### src/rtl/scm_pkg.sv
package scm_pkg;
  typedef enum logic [1:0] {
    DEM_OFF  = 2'b00,
    DEM_44K1 = 2'b01,
    DEM_48K  = 2'b10,
    DEM_32K  = 2'b11
  } dem_rate_e;

  typedef enum logic [1:0] {
    FMT_R32  = 2'b00,
    FMT_R48  = 2'b01,
    FMT_R64  = 2'b10,
    FMT_R64B = 2'b11
  } fmt_e;
endpackage

### src/rtl/scm_sync.sv
module scm_sync #(
  parameter int W = 2
) (
  input  logic         clk_i,
  input  logic         rst_ni,
  input  logic [W-1:0] d_i,
  output logic [W-1:0] q_o
);
  for (genvar g = 0; g < W; g++) begin : g_bit
    logic s1_q, s2_q;
    always_ff @(posedge clk_i or negedge rst_ni) begin
      if (!rst_ni) begin
        s1_q <= 1'b0;
        s2_q <= 1'b0;
      end else begin
        s1_q <= d_i[g];
        s2_q <= s1_q;
      end
    end
    assign q_o[g] = s2_q;
  end
endmodule

### src/rtl/scm_mode_det.sv
module scm_mode_det #(
  parameter int EDGE_THRESH = 16,
  parameter int IDLE_FRAMES = 2
) (
  input  logic clk_i,
  input  logic rst_ni,
  input  logic lrck_s_i,
  input  logic sclk_s_i,
  output logic lrck_tgl_o,
  output logic ext_o
);
  localparam int RCW        = $clog2(EDGE_THRESH + 1);
  localparam int IDLE_LIMIT = IDLE_FRAMES + 1;
  localparam int ICW        = $clog2(IDLE_LIMIT + 1);

  logic           lrck_d, sclk_d, ext_q;
  logic           lrck_rise, sclk_rise, enter, leave;
  logic [RCW-1:0] rise_cnt;
  logic [ICW-1:0] idle_cnt;

  assign lrck_tgl_o = lrck_s_i ^ lrck_d;
  assign lrck_rise  = lrck_s_i & ~lrck_d;
  assign sclk_rise  = sclk_s_i & ~sclk_d;

  assign enter = sclk_rise && !lrck_tgl_o && (rise_cnt == RCW'(EDGE_THRESH - 1));
  assign leave = ext_q && !sclk_rise && lrck_rise && (idle_cnt == ICW'(IDLE_LIMIT - 1));

  always_ff @(posedge clk_i or negedge rst_ni) begin
    if (!rst_ni) begin
      lrck_d   <= 1'b0;
      sclk_d   <= 1'b0;
      rise_cnt <= '0;
      idle_cnt <= '0;
      ext_q    <= 1'b0;
    end else begin
      lrck_d <= lrck_s_i;
      sclk_d <= sclk_s_i;
      // count restarts per frame half; a rise coinciding with the boundary is the first of the new half
      if (lrck_tgl_o)
        rise_cnt <= sclk_rise ? RCW'(1) : '0;
      else if (sclk_rise && rise_cnt != RCW'(EDGE_THRESH))
        rise_cnt <= rise_cnt + RCW'(1);
      if (sclk_rise)
        idle_cnt <= '0;
      else if (lrck_rise && idle_cnt != ICW'(IDLE_LIMIT))
        idle_cnt <= idle_cnt + ICW'(1);
      if (enter)      ext_q <= 1'b1;
      else if (leave) ext_q <= 1'b0;
    end
  end

  assign ext_o = ext_q;

  AST_ENTER_ON_RISE: assert property (@(posedge clk_i) disable iff (!rst_ni)
    $rose(ext_q) |-> $past(sclk_rise));
  AST_LEAVE_ON_FRAME: assert property (@(posedge clk_i) disable iff (!rst_ni)
    $fell(ext_q) |-> ($past(lrck_rise) && !$past(sclk_rise)));
  AST_RISE_CNT_MAX: assert property (@(posedge clk_i) disable iff (!rst_ni)
    rise_cnt <= RCW'(EDGE_THRESH));
  AST_TGL_CLEARS_CNT: assert property (@(posedge clk_i) disable iff (!rst_ni)
    (lrck_tgl_o && !sclk_rise) |=> (rise_cnt == '0));
endmodule

### src/rtl/scm_bclk_gen.sv
module scm_bclk_gen #(
  parameter int FRAME_MCLKS = 384
) (
  input  logic       clk_i,
  input  logic       rst_ni,
  input  logic       lrck_tgl_i,
  input  logic [1:0] fmt_i,
  output logic       bclk_o
);
  import scm_pkg::*;
  localparam int HALF_R32 = FRAME_MCLKS / 64;
  localparam int HALF_R48 = FRAME_MCLKS / 96;
  localparam int HALF_R64 = FRAME_MCLKS / 128;
  localparam int DW       = $clog2(HALF_R32 + 1);

  logic [DW-1:0] div_cnt, half_m1;
  logic          bclk_q;

  always_comb begin
    unique case (fmt_e'(fmt_i))
      FMT_R32: half_m1 = DW'(HALF_R32 - 1);
      FMT_R48: half_m1 = DW'(HALF_R48 - 1);
      default: half_m1 = DW'(HALF_R64 - 1);
    endcase
  end

  always_ff @(posedge clk_i or negedge rst_ni) begin
    if (!rst_ni) begin
      div_cnt <= '0;
      bclk_q  <= 1'b0;
    end else if (lrck_tgl_i) begin
      div_cnt <= '0;
      bclk_q  <= 1'b0;
    end else if (div_cnt >= half_m1) begin
      // >= keeps a mid-phase ratio change from running past the terminal count
      div_cnt <= '0;
      bclk_q  <= ~bclk_q;
    end else begin
      div_cnt <= div_cnt + DW'(1);
    end
  end

  assign bclk_o = bclk_q;

  AST_BCLK_LOW_AT_FRAME: assert property (@(posedge clk_i) disable iff (!rst_ni)
    lrck_tgl_i |=> !bclk_q);
  AST_DIV_RANGE: assert property (@(posedge clk_i) disable iff (!rst_ni)
    div_cnt < DW'(HALF_R32));
endmodule

### src/rtl/scm_deemph.sv
module scm_deemph (
  input  logic       clk_i,
  input  logic       rst_ni,
  input  logic       ext_i,
  input  logic       pin_i,
  input  logic       dem0_i,
  input  logic       hrm_i,
  output logic [1:0] rate_o
);
  import scm_pkg::*;
  dem_rate_e rate_q;

  always_ff @(posedge clk_i or negedge rst_ni) begin
    if (!rst_ni)     rate_q <= DEM_OFF;
    else if (hrm_i)  rate_q <= DEM_OFF;
    else if (ext_i)  rate_q <= dem0_i ? DEM_44K1 : DEM_OFF;
    else             rate_q <= dem_rate_e'({pin_i, dem0_i});
  end

  assign rate_o = rate_q;

  AST_HRM_OFF: assert property (@(posedge clk_i) disable iff (!rst_ni)
    hrm_i |=> (rate_o == 2'b00));
  AST_EXT_NO_HIGH: assert property (@(posedge clk_i) disable iff (!rst_ni)
    ext_i |=> !rate_o[1]);
endmodule

### src/rtl/sclk_mode_detect.sv
module sclk_mode_detect #(
  parameter int FRAME_MCLKS = 384,
  parameter int EDGE_THRESH = 16,
  parameter int IDLE_FRAMES = 2
) (
  input  logic       mclk_i,
  input  logic       rst_ni,
  input  logic       lrck_i,
  input  logic       sclk_pin_i,
  input  logic [1:0] fmt_i,
  input  logic       dem0_i,
  input  logic       hrm_i,
  output logic       ext_mode_o,
  output logic       bclk_o,
  output logic [1:0] deemph_o
);
  logic lrck_s, sclk_s, lrck_tgl, ext, bclk_int;

  scm_sync #(.W(2)) u_sync (
    .clk_i (mclk_i),
    .rst_ni(rst_ni),
    .d_i   ({lrck_i, sclk_pin_i}),
    .q_o   ({lrck_s, sclk_s})
  );

  scm_mode_det #(.EDGE_THRESH(EDGE_THRESH), .IDLE_FRAMES(IDLE_FRAMES)) u_mode (
    .clk_i     (mclk_i),
    .rst_ni    (rst_ni),
    .lrck_s_i  (lrck_s),
    .sclk_s_i  (sclk_s),
    .lrck_tgl_o(lrck_tgl),
    .ext_o     (ext)
  );

  scm_bclk_gen #(.FRAME_MCLKS(FRAME_MCLKS)) u_bclk (
    .clk_i     (mclk_i),
    .rst_ni    (rst_ni),
    .lrck_tgl_i(lrck_tgl),
    .fmt_i     (fmt_i),
    .bclk_o    (bclk_int)
  );

  scm_deemph u_dem (
    .clk_i (mclk_i),
    .rst_ni(rst_ni),
    .ext_i (ext),
    .pin_i (sclk_s),
    .dem0_i(dem0_i),
    .hrm_i (hrm_i),
    .rate_o(deemph_o)
  );

  assign ext_mode_o = ext;
  assign bclk_o     = ext ? sclk_s : bclk_int;

  AST_RESET_INTERNAL: assert property (@(posedge mclk_i)
    !rst_ni |-> !ext_mode_o);
endmodule

### config.mk
export PLATFORM = sky130hd
export DESIGN_NAME = sclk_mode_detect
export DESIGN_NICKNAME = d
export VERILOG_FILES = /design/src/rtl/scm_pkg.sv /design/src/rtl/scm_sync.sv /design/src/rtl/scm_mode_det.sv /design/src/rtl/scm_bclk_gen.sv /design/src/rtl/scm_deemph.sv /design/src/rtl/sclk_mode_detect.sv
export SDC_FILE = /design/constraint.sdc
export NUM_CORES = 1
export LEC_CHECK = 0
export BUFFER_PORTS_ARGS = -buffer_cell sky130_fd_sc_hd__buf_2
export CAP_MARGIN = 20
export CORE_UTILIZATION = 55
export CTS_BUF_LIST = sky130_fd_sc_hd__clkbuf_16
export DETAILED_ROUTE_END_ITERATION = 6
export PLACE_DENSITY = 0.76
export SYNTH_ARGS = -nofsm -noshare
export SYNTH_HDL_FRONTEND = slang
export SYNTH_HIERARCHICAL = 1
export SYNTH_SLANG_ARGS = --single-unit
### constraint.sdc
create_clock -name mclk_i -period 1.9 [get_ports mclk_i]
set_input_delay 0.475 -clock mclk_i [delete_from_list [all_inputs] [get_ports mclk_i]]
set_output_delay 0.475 -clock mclk_i [all_outputs]
set_load 0.005 [all_outputs]
# Word level (Yosys, flattened, before mapping)
# Cells that the tools add are included.
# op_classes
magnitude_cmp	1
mux	16
n_bitwise	6
add_sub_neg	3
reduce_logical	14
n_eq_ne	5
# op_table
operator	count
two-way mux 5 bit	2
two-way mux 2 bit	4
nonzero test 2 bit	4
logical AND 1 bit	7
two-way mux 1 bit	7
two-way mux 3 bit	2
case mux 3 bit (2 select lines)	1
adder 5 x 1 -> 5 bit (second input constant)	1
equality test 5 x 4 -> 1 bit (second input constant)	1
!= test 5 bit (second input constant)	1
adder 3 x 1 -> 3 bit (second input constant)	1
greater-or-equal comparator 3 bit	1
inverter 1 bit	3
adder 2 x 1 -> 2 bit (second input constant)	1
bitwise AND 1 bit	2
equality test 2 x 1 -> 1 bit (second input constant)	1
equality test 2 bit (second input constant)	1
zero test 1 bit	2
zero test 2 bit	1
!= test 2 bit (second input constant)	1
bitwise XOR 1 bit	1
# word_totals
input_bits	8
wordCells	57
reg_bits	20

# Logic depth before layout (Yosys ltp)
# Gate-level depths: netlist (run 1).
# depth
word_depth	8
depth_mapped	6

# By module
# The synthesis (run 1) kept the hierarchy.
# by_module_without_submodules
module	cells_per_inst	area_each_um2	n_inst
scm_mode_det	52	555.5	1
scm_bclk_gen	23	239.0	1
scm_sync	6	115.1	1
scm_deemph	4	68.8	1
sclk_mode_detect	1	15.0	1

# Least setup slack after synthesis (run 1)
# No wires, ideal clock.
# synth_path
kind	in2reg
startpoint	input port fmt_i[0]
endpoint	register u_bclk.bclk_q, in the netlist u_bclk/bclk_o
n_path_buf	0
stages	6
setup_slack_ns	0.256
setup_ns	0.125
arrival_time_ns	1.519
path_cell_list	nor2_1 -> inv_1 -> ha_1 -> a211oi_2 -> o21ai_2 -> mux2_4
# synth_via
elab_chain_len	4
elab_cells_between_ends	5
cone_classes	order compare (1); eq/ne (1); mux (1); reduce/logical (2)
# synth_rtl
element	line	text
start, declared	sclk_mode_detect.sv:10	input logic [1:0] fmt_i,
equality test 2 x 1 -> 1 bit or zero test 2 bit (tied branches)	scm_bclk_gen.sv:20	unique case (fmt_e'(fmt_i))
case mux 3 bit (2 select lines) *	scm_bclk_gen.sv:20	
greater-or-equal comparator 3 bit *	scm_bclk_gen.sv:34	end else if (div_cnt >= half_m1) begin
nonzero test 2 bit (no line) *	--	
end signal, assigned	scm_bclk_gen.sv:37	bclk_q <= ~bclk_q;
end, declared	scm_bclk_gen.sv:17	logic bclk_q;
# Every way passes the cells marked *; elsewhere a longest branch is shown, timed or not.
# A chain may end at the register's enable or synchronous reset.

# Final worst setup path (run 1)
# layout_path
startpoint	register u_sync.g_bit[1].s2_q
endpoint	register u_bclk.bclk_q, in the netlist u_bclk/bclk_o
# layout_via
elab_chain_len	2
elab_cells_between_ends	3
cone_classes	mux (1); bitwise (1); reduce/logical (1)
# layout_rtl
element	line	text
start, declared	scm_sync.sv:10	logic s1_q, s2_q;
start signal, assigned	scm_sync.sv:17	s2_q <= s1_q;
bitwise XOR 1 bit *	scm_mode_det.sv:21	assign lrck_tgl_o = lrck_s_i ^ lrck_d;
net lrck_tgl	sclk_mode_detect.sv:17	logic lrck_s, sclk_s, lrck_tgl, ext, bclk_int;
two-way mux 1 bit or nonzero test 2 bit (tied branches)	--	
# The timed path passes the listed nets; every way through them passes the cells marked *.

==> summary by stage, run 1 <==
GRT
The total track usage is 0.199. The global-route congestion overflow total is 0. The global-route wire length before repair is 2660 um.

Entering global routing, the biggest net connects 21 pins. The number of antenna violations at the first check in global routing is 0. The number of global-route vias before repair came to approximately 650.

Synth
The synthesized design contains 20 register bits. The share of the Yosys chip area taken by registers is 0.504. The adder-cell share of the synthesized area is 0.126. The number of warning messages in the yosys log is 6. The number of nets handed over by synthesis was 104.

The cell area after synthesis is roughly 990 um^2. Of the total synthesized cell area, the portion taken by AND, OR, NAND and NOR gates is 0.121. Synthesis handed over a netlist of 86 instances. Of the total synthesized cell area, the portion taken by XOR and XNOR cells is 0.0176.

Averaged over all synthesized cells, the footprint is between 10 and 15 um^2. The dominant combinational cell family by area after synthesis is adder cells. The area fraction in compound gates after synthesis came to 0.106.

The netlist uses 25 different library cells. After synthesis, the share of cell area in mux cells is 0.0617.

Timing
The count of endpoints failing hold in the final timing report came to 0. For this run, the top clock speed supported by timing is 589 MHz. Setup repair after global routing left no endpoint under its margin. For the pin with the worst max-slew slack, the measured transition is 0.433 ns. In this run the tightest slew margin relative to its limit is 0.712. The clock skew after layout is 0.00190 ns. The post-layout worst setup margin is 0.203 ns.

Setup violations remaining at the end of the flow were counted as 0. The setup total negative slack is 0 ns. The final-report max-slew violation count is 0.

The worst path needs 1.70 ns of the cycle, external delays included. The fraction of the cycle the final worst path needs is 0.893.

Floorplan
After floorplanning, the core was divided into 14 placement rows. The width of the die is 44.5 um. The die height is 44.5 um. The number of primary I/O pins is 12. The die footprint is 1980 um^2.

For this configuration, the core starts out at a cell density of 0.623. After floorplanning, the core was sized to cover 1590 um^2.

Worst setup path
The critical path goes through ha_1, inv_1, a211oi_2, o21ai_2, mux2_4. The most critical setup path has its startpoint at u_sync/g_bit[1].s2_q. The critical path in this run is classified as reg -> reg.

The endpoint type of the worst setup path is a register. The highest net fanout along the worst path is 8. Data arrives at the worst endpoint at 1.83 ns. The stage delay of the slowest cell on the critical path is 0.42 ns. The worst setup path is launched from a register. The worst register-to-register path begins at u_sync/g_bit[1].s2_q. The cell with the largest stage delay on the worst path is sky130_fd_sc_hd__ha_1. The required time of the critical path is around 2.0 ns.

Finish
The number of standard cells in the layout, taps in and fillers out is ~120. Of the cells placed in the final design, the portion with a size suffix greater than 1 is 0.235. Counting the fill cells in the layout gives 121. The most common library cell in the layout ignoring fill and taps is sky130_fd_sc_hd__dfrtp_1. Measured on the finished design, the core utilization comes to 0.714. 0 antenna diodes ended up in the layout. The net count of the finished layout is 118.

From synthesis to final layout, the design area changed by 14.6%. The library cells used most frequently in the layout, excluding fill and tap cells, are 20 x sky130_fd_sc_hd__dfrtp_1, 13 x sky130_fd_sc_hd__inv_1, 11 x sky130_fd_sc_hd__buf_2, 10 x sky130_fd_sc_hd__ha_1, 8 x sky130_fd_sc_hd__nor2_1.

Run status
The run finished with clean final reports.

Detailed routing
The per-cell routed wire length is 13.3 um. After detailed routing, the total wire length is 1620 um. The first-pass detailed-route iteration total is 4.

Using the TritonRoute via totals, the vias-per-cell ratio works out to 5.30. The number of antenna-violating nets in the routed design is 0. The post-route DRC violation count is 0.

The routed layout has 647 vias. After the first detailed-routing iteration, the DRC count stood at 4.

Clock network
In this run the number of H-tree levels came out at 1. Clock tree synthesis found a total of 20 sinks. The quantity of hold-fixing buffers added after cts is 0. The clock reaches the later pin of the worst-skew pair after 0.25 ns.

The CTS buffer count is 3. After clock tree synthesis, the clock-pin slew on the worst setup and hold paths is roughly 0.050 ns. The number of setup buffers added after CTS is 0. The total of cells resized after clock tree synthesis is 0. The maximum root-to-sink buffer count is 2.

TritonCTS built the clock tree. The CTS root buffer is sky130_fd_sc_hd__clkbuf_16.

Power
VDD sags by at most 0.000857 V. The power density over the cells is approximately 1100 nW/um^2. In this run the static leakage power is 0.575 nW.

Place
The placer congestion estimate is between 0.7 and 0.8. The worst slack at placement is between 0.04 and 0.05 ns. The estimated wirelength of the detail-placed design is 1230 um. In this run, placement finished with an instance count of 119. The number of port buffers is 11.

Flow run
The tool flagged a number of max-cap violations equal to 0.

Worst hold path
The tightest min-delay check is of the in -> async type.
## final cells by class
| type | instances | area (um^2) | share of cell area |
|---|---|---|---|
| Sequential cell | 20 | 500 | 0.440 |
| Multi-Input combinational cell | 51 | 429 | 0.377 |
| Clock buffer | 3 | 75.1 | 0.0659 |
| Timing Repair Buffer | 11 | 55.1 | 0.0484 |
| Inverter | 13 | 48.8 | 0.0429 |
| Tap cell | 24 | 30.0 | 0.0264 |
## final timing paths
kind                                   endpoint  slack (ns)  depth (start not counted)
setup / recovery                  u_bclk/bclk_o        0.20                          5
hold / removal               u_mode/rise_cnt[1]        0.16                          1
setup reg to reg                  u_bclk/bclk_o        0.20                          5
hold reg to reg            u_sync/g_bit[0].s2_q        0.35                          0
max in group asynchronous         u_mode/sclk_d        1.44                          1
min in group mclk_i        u_sync/g_bit[1].s1_q        0.33                          1
## registers in the layout, indices dropped and copies added, names as in the netlist
| register | flops |
|---|---|
| u_bclk/bclk_o | 1 |
| u_sync/g_bit.s1_q | 2 |
| u_dem/rate_o | 2 |
| u_bclk/div_cnt | 3 |
| u_mode/ext_o | 1 |
| u_mode/rise_cnt | 5 |
| u_sync/g_bit.s2_q | 2 |
| u_mode/lrck_d | 1 |
| u_mode/idle_cnt | 2 |
| u_mode/sclk_d | 1 |
## report_power, final
part	internal [mW]	switching, mW	leakage [nW]
Clock	0.277	0.140	0.0370
Sequential	0.491	0.0579	0.256
Combinational	0.134	0.138	0.283
Total	0.902	0.336	0.575
## through the flow
step	hold WS, ns	cell area, um^2	power, mW
CTS	0.173	1140	1.25
global placement	0.333	1060	0.799
detailed placement	0.340	1060	0.830
global route	0.201	1140	1.31
finish	0.162	1140	1.24
floorplan	0.179	993	0.745
## synth_stat cells
cell type,count,area [um^2]
sky130_fd_sc_hd__nor2_1,8,30.0
sky130_fd_sc_hd__mux2_2,1,11.3
sky130_fd_sc_hd__a221oi_1,1,8.76
sky130_fd_sc_hd__buf_4,2,15.0
sky130_fd_sc_hd__ha_1,10,125
sky130_fd_sc_hd__nor2b_1,3,18.8
sky130_fd_sc_hd__nand3_1,1,5.00
sky130_fd_sc_hd__dfrtp_1,20,500
sky130_fd_sc_hd__a21oi_1,3,15.0
sky130_fd_sc_hd__nand2b_4,1,13.8
sky130_fd_sc_hd__mux2i_1,2,20.0
sky130_fd_sc_hd__and2b_2,1,8.76
sky130_fd_sc_hd__inv_1,13,48.8
sky130_fd_sc_hd__o21ai_2,1,8.76
sky130_fd_sc_hd__and3_1,1,6.26
sky130_fd_sc_hd__nor3b_2,1,12.5
sky130_fd_sc_hd__or3_1,1,6.26
sky130_fd_sc_hd__a41oi_4,1,27.5
sky130_fd_sc_hd__a211oi_2,1,12.5
sky130_fd_sc_hd__mux2_4,2,30.0
sky130_fd_sc_hd__a41o_1,1,10.0
sky130_fd_sc_hd__a211oi_1,1,7.51
sky130_fd_sc_hd__xnor2_1,2,17.5
sky130_fd_sc_hd__nand2_1,5,18.8
sky130_fd_sc_hd__o21ai_0,3,15.0
## cell families (layout without fill, tap and decap cells)
logic type | count (synthesis) | count (layout)
buf+inv | 15 | 27
compound gates | 12 | 12
fa+ha+maj | 10 | 10
flops | 20 | 20
xor+xnor | 2 | 2
simple gates | 22 | 22
mux | 5 | 5
## per-layer routing
metal  wire [um]  share of wire  GRT usage  vias up
met5           0              0          0        -
met4          62          0.038      0.133        0
met3          61          0.038     0.0571       10
met2         828           0.51      0.335       17
met1         669           0.41      0.217      315
li1            -              -          -      305
## worst max-delay path: cells and delay by family (launching register included)
kind            cells  cell delay [ns]
fa+ha+maj           1             0.42
flops               1             0.38
compound gates      2             0.31
mux                 1             0.31
buf+inv             1             0.15
Note: power is estimated with default switching activity, not from simulation.
==> run 2, diff against run 1 <==
--- a/config.mk
+++ b/config.mk
@@ -7,10 +7,11 @@
 export LEC_CHECK = 0
 export BUFFER_PORTS_ARGS = -buffer_cell sky130_fd_sc_hd__buf_2
 export CAP_MARGIN = 20
-export CORE_UTILIZATION = 55
+export CORE_ASPECT_RATIO = 0.9
+export CORE_UTILIZATION = 50
 export CTS_BUF_LIST = sky130_fd_sc_hd__clkbuf_16
 export DETAILED_ROUTE_END_ITERATION = 6
-export PLACE_DENSITY = 0.76
+export PLACE_DENSITY = 0.7
 export SYNTH_ARGS = -nofsm -noshare
 export SYNTH_HDL_FRONTEND = slang
 export SYNTH_HIERARCHICAL = 1
==> constraint.sdc (replaced) <==
create_clock -name mclk_i -period 1.5 [get_ports mclk_i]
set_input_delay 0.375 -clock mclk_i [delete_from_list [all_inputs] [get_ports mclk_i]]
set_output_delay 0.375 -clock mclk_i [all_outputs]
set_load 0.005 [all_outputs]
==> summary by stage, run 2 (synthesis gave the netlist of run 1 again) <==
Timing
The final-report max-slew violation count is 0. After routing, the total negative slack on setup checks comes to 0 ns. For this run, the top clock speed supported by timing is 678 MHz. Across the routed clock network, the largest skew measured is 0.00398 ns. Of the available clock period, the critical path in the final layout requires 0.983. The worst slew margin relative to its limit is 0.716. The actual transition at the worst max-transition pin is 0.426 ns. The count of endpoints failing hold in the final timing report is 0. The final critical path time including I/O delays and setup is 1.47 ns. Setup violations remaining at the end of the flow were counted as 0.

GRT
The number of antenna violations at the first check in global routing came to 0. The pin count of the biggest net entering global routing is 21. The global-route congestion overflow total is 0. The global-route wire length before repair is 2840 um. For this run, the total global-route usage over all layers was measured as 0.192. The number of global-route vias before repair was 674.

Place
Summed over all nets, the half-perimeter wirelength after detailed placement is 1190 um. The total placed instance area is 1140 um^2. The placer congestion estimate is 0.824. The instance count after placement with tap cells included is 125.

The number of port buffers is 11.

Detailed routing
The vias after detailed routing is between 600 and 700. In the final routed layout, each cell accounts on average for 12.6 um. The first-pass detailed-route iteration total is 4.

After detailed routing, the number of vias per cell comes to 5.16. The number of DRC violations after detailed-routing iteration 0 is 7. The final layout contains routed wiring with a total length of 1630 um. The detail route stage leaves a number of antenna-violating nets equal to 0. The post-route DRC violation count is 0.

Clock network
The tree built by TritonCTS fans out to 20 sinks. The CTS buffer count is 3. The clock network latency to the later pin of the worst-skew pair is 0.25 ns.

CTS built an H-tree with a depth of 1. After clock tree synthesis, the flow added hold-fix buffers numbering 0. Clock-pin slew was measured on the worst setup and hold paths at 0.05 ns. The clock passes through at most 2 buffers. After clock tree synthesis, the repair step resized 0 gates. TritonCTS built the clock tree. The CTS root buffer is sky130_fd_sc_hd__clkbuf_16. The post-CTS setup repair buffer count is 0.

Finish
In the final layout, the share of cells above drive strength 1 is 0.343. In the layout the commonest cells are 19 x sky130_fd_sc_hd__dfrtp_1, 12 x sky130_fd_sc_hd__inv_1, 11 x sky130_fd_sc_hd__buf_2, 7 x sky130_fd_sc_hd__nor2_1, 7 x sky130_fd_sc_hd__ha_1. Once layout is complete, the utilization of the core stands at 0.692.

The net count of the finished layout is 124. The register with the most flip-flops in the layout has 5 of them. The number of diodes is 0. The number of standard cells in the layout, taps in and fillers out is about 130. The register with the most flip-flops is u_mode/rise_cnt. From synthesis to final layout, the design area changed by 23.3%. The most common library cell in the layout ignoring fill and taps is sky130_fd_sc_hd__dfrtp_1. The finished cells cover 1220 um^2. The largest registers in the layout are u_mode/rise_cnt (5), u_bclk/div_cnt (3).

Worst setup path
The arrival time at the worst endpoint is 1.61 ns. The required time of the critical path is 1.64 ns. The highest net fanout along the worst path is 2. The startpoint kind of the worst setup timing path is a register. STA classifies the critical path endpoint as a register. The worst reg2reg path startpoint is u_bclk/div_cnt[2]. The terminus of the critical flop-to-flop path is u_bclk/bclk_o. The slack of the worst reg-to-reg path is 0.03 ns. The kind of critical path is reg -> reg.

The number of cells on the worst reg-to-reg path is 4.

Power
The clock share of power is 0.334. The static power due to leakage is 0.603 nW. The proportion of total power due to net switching is 0.268.

The share of total power dissipated in sequential elements is 0.429. The power density over the cells is 1320 nW/um^2. The share of total power in combinational logic is 0.237. The design draws 1.61 mW.

Cell internal power was estimated by the tool at 1.18 mW. IR analysis of the VDD net gives a maximum drop of 0.000959 V. The analysis attributes to net switching a power of 0.433 mW.

Floorplan
The initial utilization of the core area, before any placement, comes to 0.562. The floorplan has 14 rows. The die covers 2170 um^2. The width of the die is around 49 um.

The core footprint is 1770 um^2. 12 I/O pins were placed. The die height is 44.3 um.

Worst hold path
The path class of the tightest hold or removal check is in -> async.

Flow run
The number of violations of the max-capacitance limit is 0.

Run status
The flow ran to the end, and the final reports show no timing, DRC or antenna violations.
## run 2: critical path, stage by stage (launching register included)
cell                       delay (ns)
sky130_fd_sc_hd__dfrtp_1         0.42
sky130_fd_sc_hd__ha_4            0.27
sky130_fd_sc_hd__a211oi_2        0.26
sky130_fd_sc_hd__o21ai_2         0.11
sky130_fd_sc_hd__mux2_4          0.30
## run 2: cell type report
class                   count  area [um^2]
clock buffers               3         75.1
clock inverters             1         3.75
fillers                   137          544
inverters                  13         48.8
multi-input cells          51          465
flip-flops and latches     20          502
well taps                  24         30.0
repair buffers             17          100
## run 2: through the flow
stage | hold slack [ns] | setup slack, ns
after floorplan | 0.0794 | 0.00818
after global placement | 0.339 | -0.0970
final | 0.0532 | 0.0258
after CTS | 0.0748 | 0.00144
after detailed placement | 0.337 | -0.128
after global routing | 0.0991 | -0.00594
## run 2: layer usage
layer / global-route usage / vias up / share of wire
li1: - / 319 / -
met2: 0.325 / 23 / 0.48
met3: 0.0653 / 8 / 0.060
met5: 0 / - / 0
met1: 0.197 / 315 / 0.41
met4: 0.159 / 0 / 0.045
## run 2: power by group through the flow
stage | registers (mW) | logic, mW | clock network [mW]
after detailed placement | 0.700 | 0.379 | 0
after floorplan | 0.682 | 0.274 | 0
final | 0.692 | 0.383 | 0.539
after global routing | 0.703 | 0.433 | 0.570
after global placement | 0.698 | 0.354 | 0
after CTS | 0.693 | 0.386 | 0.553
## run 2: how the worst max path moves through the flow
stage,to,slack (ns),depth (start not counted),start
after floorplan,u_bclk/bclk_o,0.008,6,fmt_i[0]
after global placement,u_bclk/bclk_o,-0.1,7,fmt_i[0]
after detailed placement,u_bclk/bclk_o,-0.13,7,fmt_i[0]
after CTS,u_mode/rise_cnt[4],0.001,4,u_mode/rise_cnt[0]
after global routing,u_bclk/bclk_o,-0.006,4,u_bclk/div_cnt[2]
final,u_bclk/bclk_o,0.03,4,u_bclk/div_cnt[2]
==> run 3, diff against run 2 <==
--- a/config.mk
+++ b/config.mk
@@ -8,10 +8,10 @@
 export BUFFER_PORTS_ARGS = -buffer_cell sky130_fd_sc_hd__buf_2
 export CAP_MARGIN = 20
 export CORE_ASPECT_RATIO = 0.9
-export CORE_UTILIZATION = 50
+export CORE_UTILIZATION = 59
 export CTS_BUF_LIST = sky130_fd_sc_hd__clkbuf_16
 export DETAILED_ROUTE_END_ITERATION = 6
-export PLACE_DENSITY = 0.7
+export PLACE_DENSITY = 0.78
 export SYNTH_ARGS = -nofsm -noshare
 export SYNTH_HDL_FRONTEND = slang
 export SYNTH_HIERARCHICAL = 1
==> constraint.sdc (replaced) <==
create_clock -name mclk_i -period 1.7 [get_ports mclk_i]
set_input_delay 0.425 -clock mclk_i [delete_from_list [all_inputs] [get_ports mclk_i]]
set_output_delay 0.425 -clock mclk_i [all_outputs]
set_load 0.005 [all_outputs]
==> summary by stage, run 3 (synthesis gave the netlist of run 1 again) <==
Finish
The area occupied by multi-input gates is 435 um^2. The number of diodes is 0. In the layout the commonest cells are 20 x sky130_fd_sc_hd__dfrtp_1, 13 x sky130_fd_sc_hd__inv_1, 11 x sky130_fd_sc_hd__buf_2, 10 x sky130_fd_sc_hd__ha_1, 8 x sky130_fd_sc_hd__nor2_1.

The register with the most flip-flops in the layout has 5 of them. The total of fill cells in the finished design is 99. The register area is 500 um^2. The most common library cell in the layout ignoring fill and taps is sky130_fd_sc_hd__dfrtp_1. The register with the most flip-flops is u_mode/rise_cnt. From synthesis to final layout, the design area changed by 19.5%.

After routing the design area is 1190 um^2. The largest registers in the layout are u_mode/rise_cnt (5), u_bclk/div_cnt (3). The net count of the finished layout is 120.

The share of layout cells above drive strength 1 is 0.267.

GRT
The global-route wire length before repair is roughly 2400 um. The global-route congestion overflow total is 0. The total track usage is 0.207.

The pin count of the biggest net entering global routing is 21. The number of global-route vias before repair is between 500 and 600. The number of antenna violations at the first check in global routing is 0.

Place
The estimated wirelength of the detail-placed design is around 1200 um. OpenSTA, run right after detailed placement, puts the worst setup slack at -0.0592 ns. The placer congestion estimate is 0.827. The total placed instance area is 1080 um^2.

The number of port buffers is 11.

Timing
Setup repair after global routing left no endpoint under its margin. The final critical path time including I/O delays and setup is 1.59 ns. The final-report max-slew violation count is 0.

For the pin with the worst max-slew slack, the measured transition is 0.437 ns. The number of setup violations in the final report is 0. The clock skew after layout is roughly 0.0025 ns.

The count of endpoints failing hold in the final timing report was 0. Dividing the final minimum period by the clock period gives 0.934. Timing would allow up to 630 MHz. The worst pin sits at a relative slew slack of 0.708. In the final timing run, aggregate negative setup slack is 0 ns. Setup slack on the critical path of the routed design comes to 0.112 ns.

Detailed routing
The number of DRC violations after detailed-routing iteration 0 is 27. The post-route DRC violation count is 0. The final layout contains routed wiring with a total length of 1650 um. The routed layout has 649 vias.

The number of antenna-violating nets in the routed design is 0. The first-pass detailed-route iteration total is 4. The average via count per standard cell is 5.28.

In the final routed layout, each cell accounts on average for around 13 um.

Worst setup path
Grouping stages by cell kind, the critical path spends the most delay in flip-flops. The endpoint type of the worst setup path is a primary output. The count of buffer and inverter cells on the critical path is 1. In this run the worst path has a maximum fanout of 5.

Traced cell by cell, the critical path runs through mux2_4, buf_2. The kind of critical path is reg -> out. For the worst setup path, the data arrival time is 1.16 ns.

The stage delay of the slowest cell on the critical path is 0.47 ns. The required time of the critical path is about 1.3 ns. The slowest stage of the critical path is the sky130_fd_sc_hd__dfrtp_1 cell.

The startpoint kind of the worst setup timing path is a register.

Power
The analysis attributes to cell leakage a power of 0.599 nW. The power density over the cells is between 1000 and 1500 nW/um^2. IR analysis of the VDD net gives a maximum drop of 0.000896 V. The overall power consumption is ~1.6 mW.

Floorplan
After floorplanning, the core was sized to cover 1510 um^2. The number of primary I/O pins is 12. The die footprint is ~1900 um^2. The initial core utilization is 0.657.

The width of the die is roughly 45 um. The die height is 40.9 um. The number of cell rows is 13.

Clock network
The CTS H-tree depth is 1. The CTS buffer count is 3. The clock-pin transition on the worst setup and hold timing paths is 0.05 ns. TritonCTS built the clock tree.

The maximum root-to-sink buffer count is 2. The clock reaches the later pin of the worst-skew pair after 0.25 ns. For this design, the sink count on the clock tree is 20. After clock tree synthesis, the setup repair step added 0 buffers. After clock tree synthesis, the flow added hold-fix buffers numbering 0. CTS placed an instance of sky130_fd_sc_hd__clkbuf_16 at the clock tree root.

Run status
The run finished with clean final reports.

Worst hold path
The path class of the tightest hold or removal check is in -> async.

Flow run
The number of violations of the max-capacitance limit is 0.
[run 3: changes by cell type in the layout (fill, tap and decap cells not counted)]
cell | before | now
sky130_fd_sc_hd__buf_4 | 6 | 2
sky130_fd_sc_hd__bufinv_16 | 0 | 1
sky130_fd_sc_hd__clkinv_1 | 1 | 0
sky130_fd_sc_hd__dfrtp_1 | 19 | 20
sky130_fd_sc_hd__dfrtp_2 | 1 | 0
sky130_fd_sc_hd__ha_1 | 7 | 10
sky130_fd_sc_hd__ha_2 | 1 | 0
sky130_fd_sc_hd__ha_4 | 2 | 0
sky130_fd_sc_hd__inv_1 | 12 | 13
sky130_fd_sc_hd__inv_2 | 1 | 0
sky130_fd_sc_hd__nor2_1 | 7 | 8
sky130_fd_sc_hd__nor2_2 | 1 | 0
[run 3: routing by layer]
metal | track usage | wire, um | vias to the layer above
li1 | - | - | 314
met1 | 0.254 | 776 | 313
met5 | 0 | 0 | -
met4 | 0.0758 | 12 | 0
met2 | 0.330 | 788 | 20
met3 | 0.0881 | 74 | 2
[run 3: power breakdown]
part           internal, mW  switching, mW
clock network         0.466          0.161
registers             0.549         0.0619
logic                 0.166          0.150
total                  1.18          0.373
[run 3: through the flow]
stage           util  cells  hold slack [ns]
3_5_place_dp   0.711    119            0.335
6_report       0.785    123            0.113
2_1_floorplan      -     86            0.129
5_1_grt        0.785    123            0.147
3_3_place_gp   0.711    119            0.335
4_1_cts        0.781    123            0.127
[run 3: worst paths after layout]
kind,start,endpoint,slack [ns],cells after the start
max,u_mode/ext_o,bclk_o,0.11,2
max in group asynchronous,rst_ni,u_sync/g_bit[1].s2_q,1.28,1
max reg2reg,u_mode/rise_cnt[0],u_mode/rise_cnt[4],0.20,4
min reg2reg,u_sync/g_bit[0].s1_q,u_sync/g_bit[0].s2_q,0.35,0
min in group mclk_i,lrck_i,u_sync/g_bit[1].s1_q,0.28,1
min,rst_ni,u_bclk/bclk_o,0.11,1
[run 3: layout make-up]
cell class | count | area share
inverters | 13 | 0.0411
clock buffers | 3 | 0.0632
well taps | 22 | 0.0232
repair buffers | 13 | 0.0590
clock inverters | 1 | 0.0253
multi-input cells | 51 | 0.367
flip-flops and latches | 20 | 0.421
[run 3: repair_timing]
item                       4_1_cts  5_1_grt
gates resized for setup          0        1
setup endpoints to repair        0        1
hold endpoints to repair         0        0
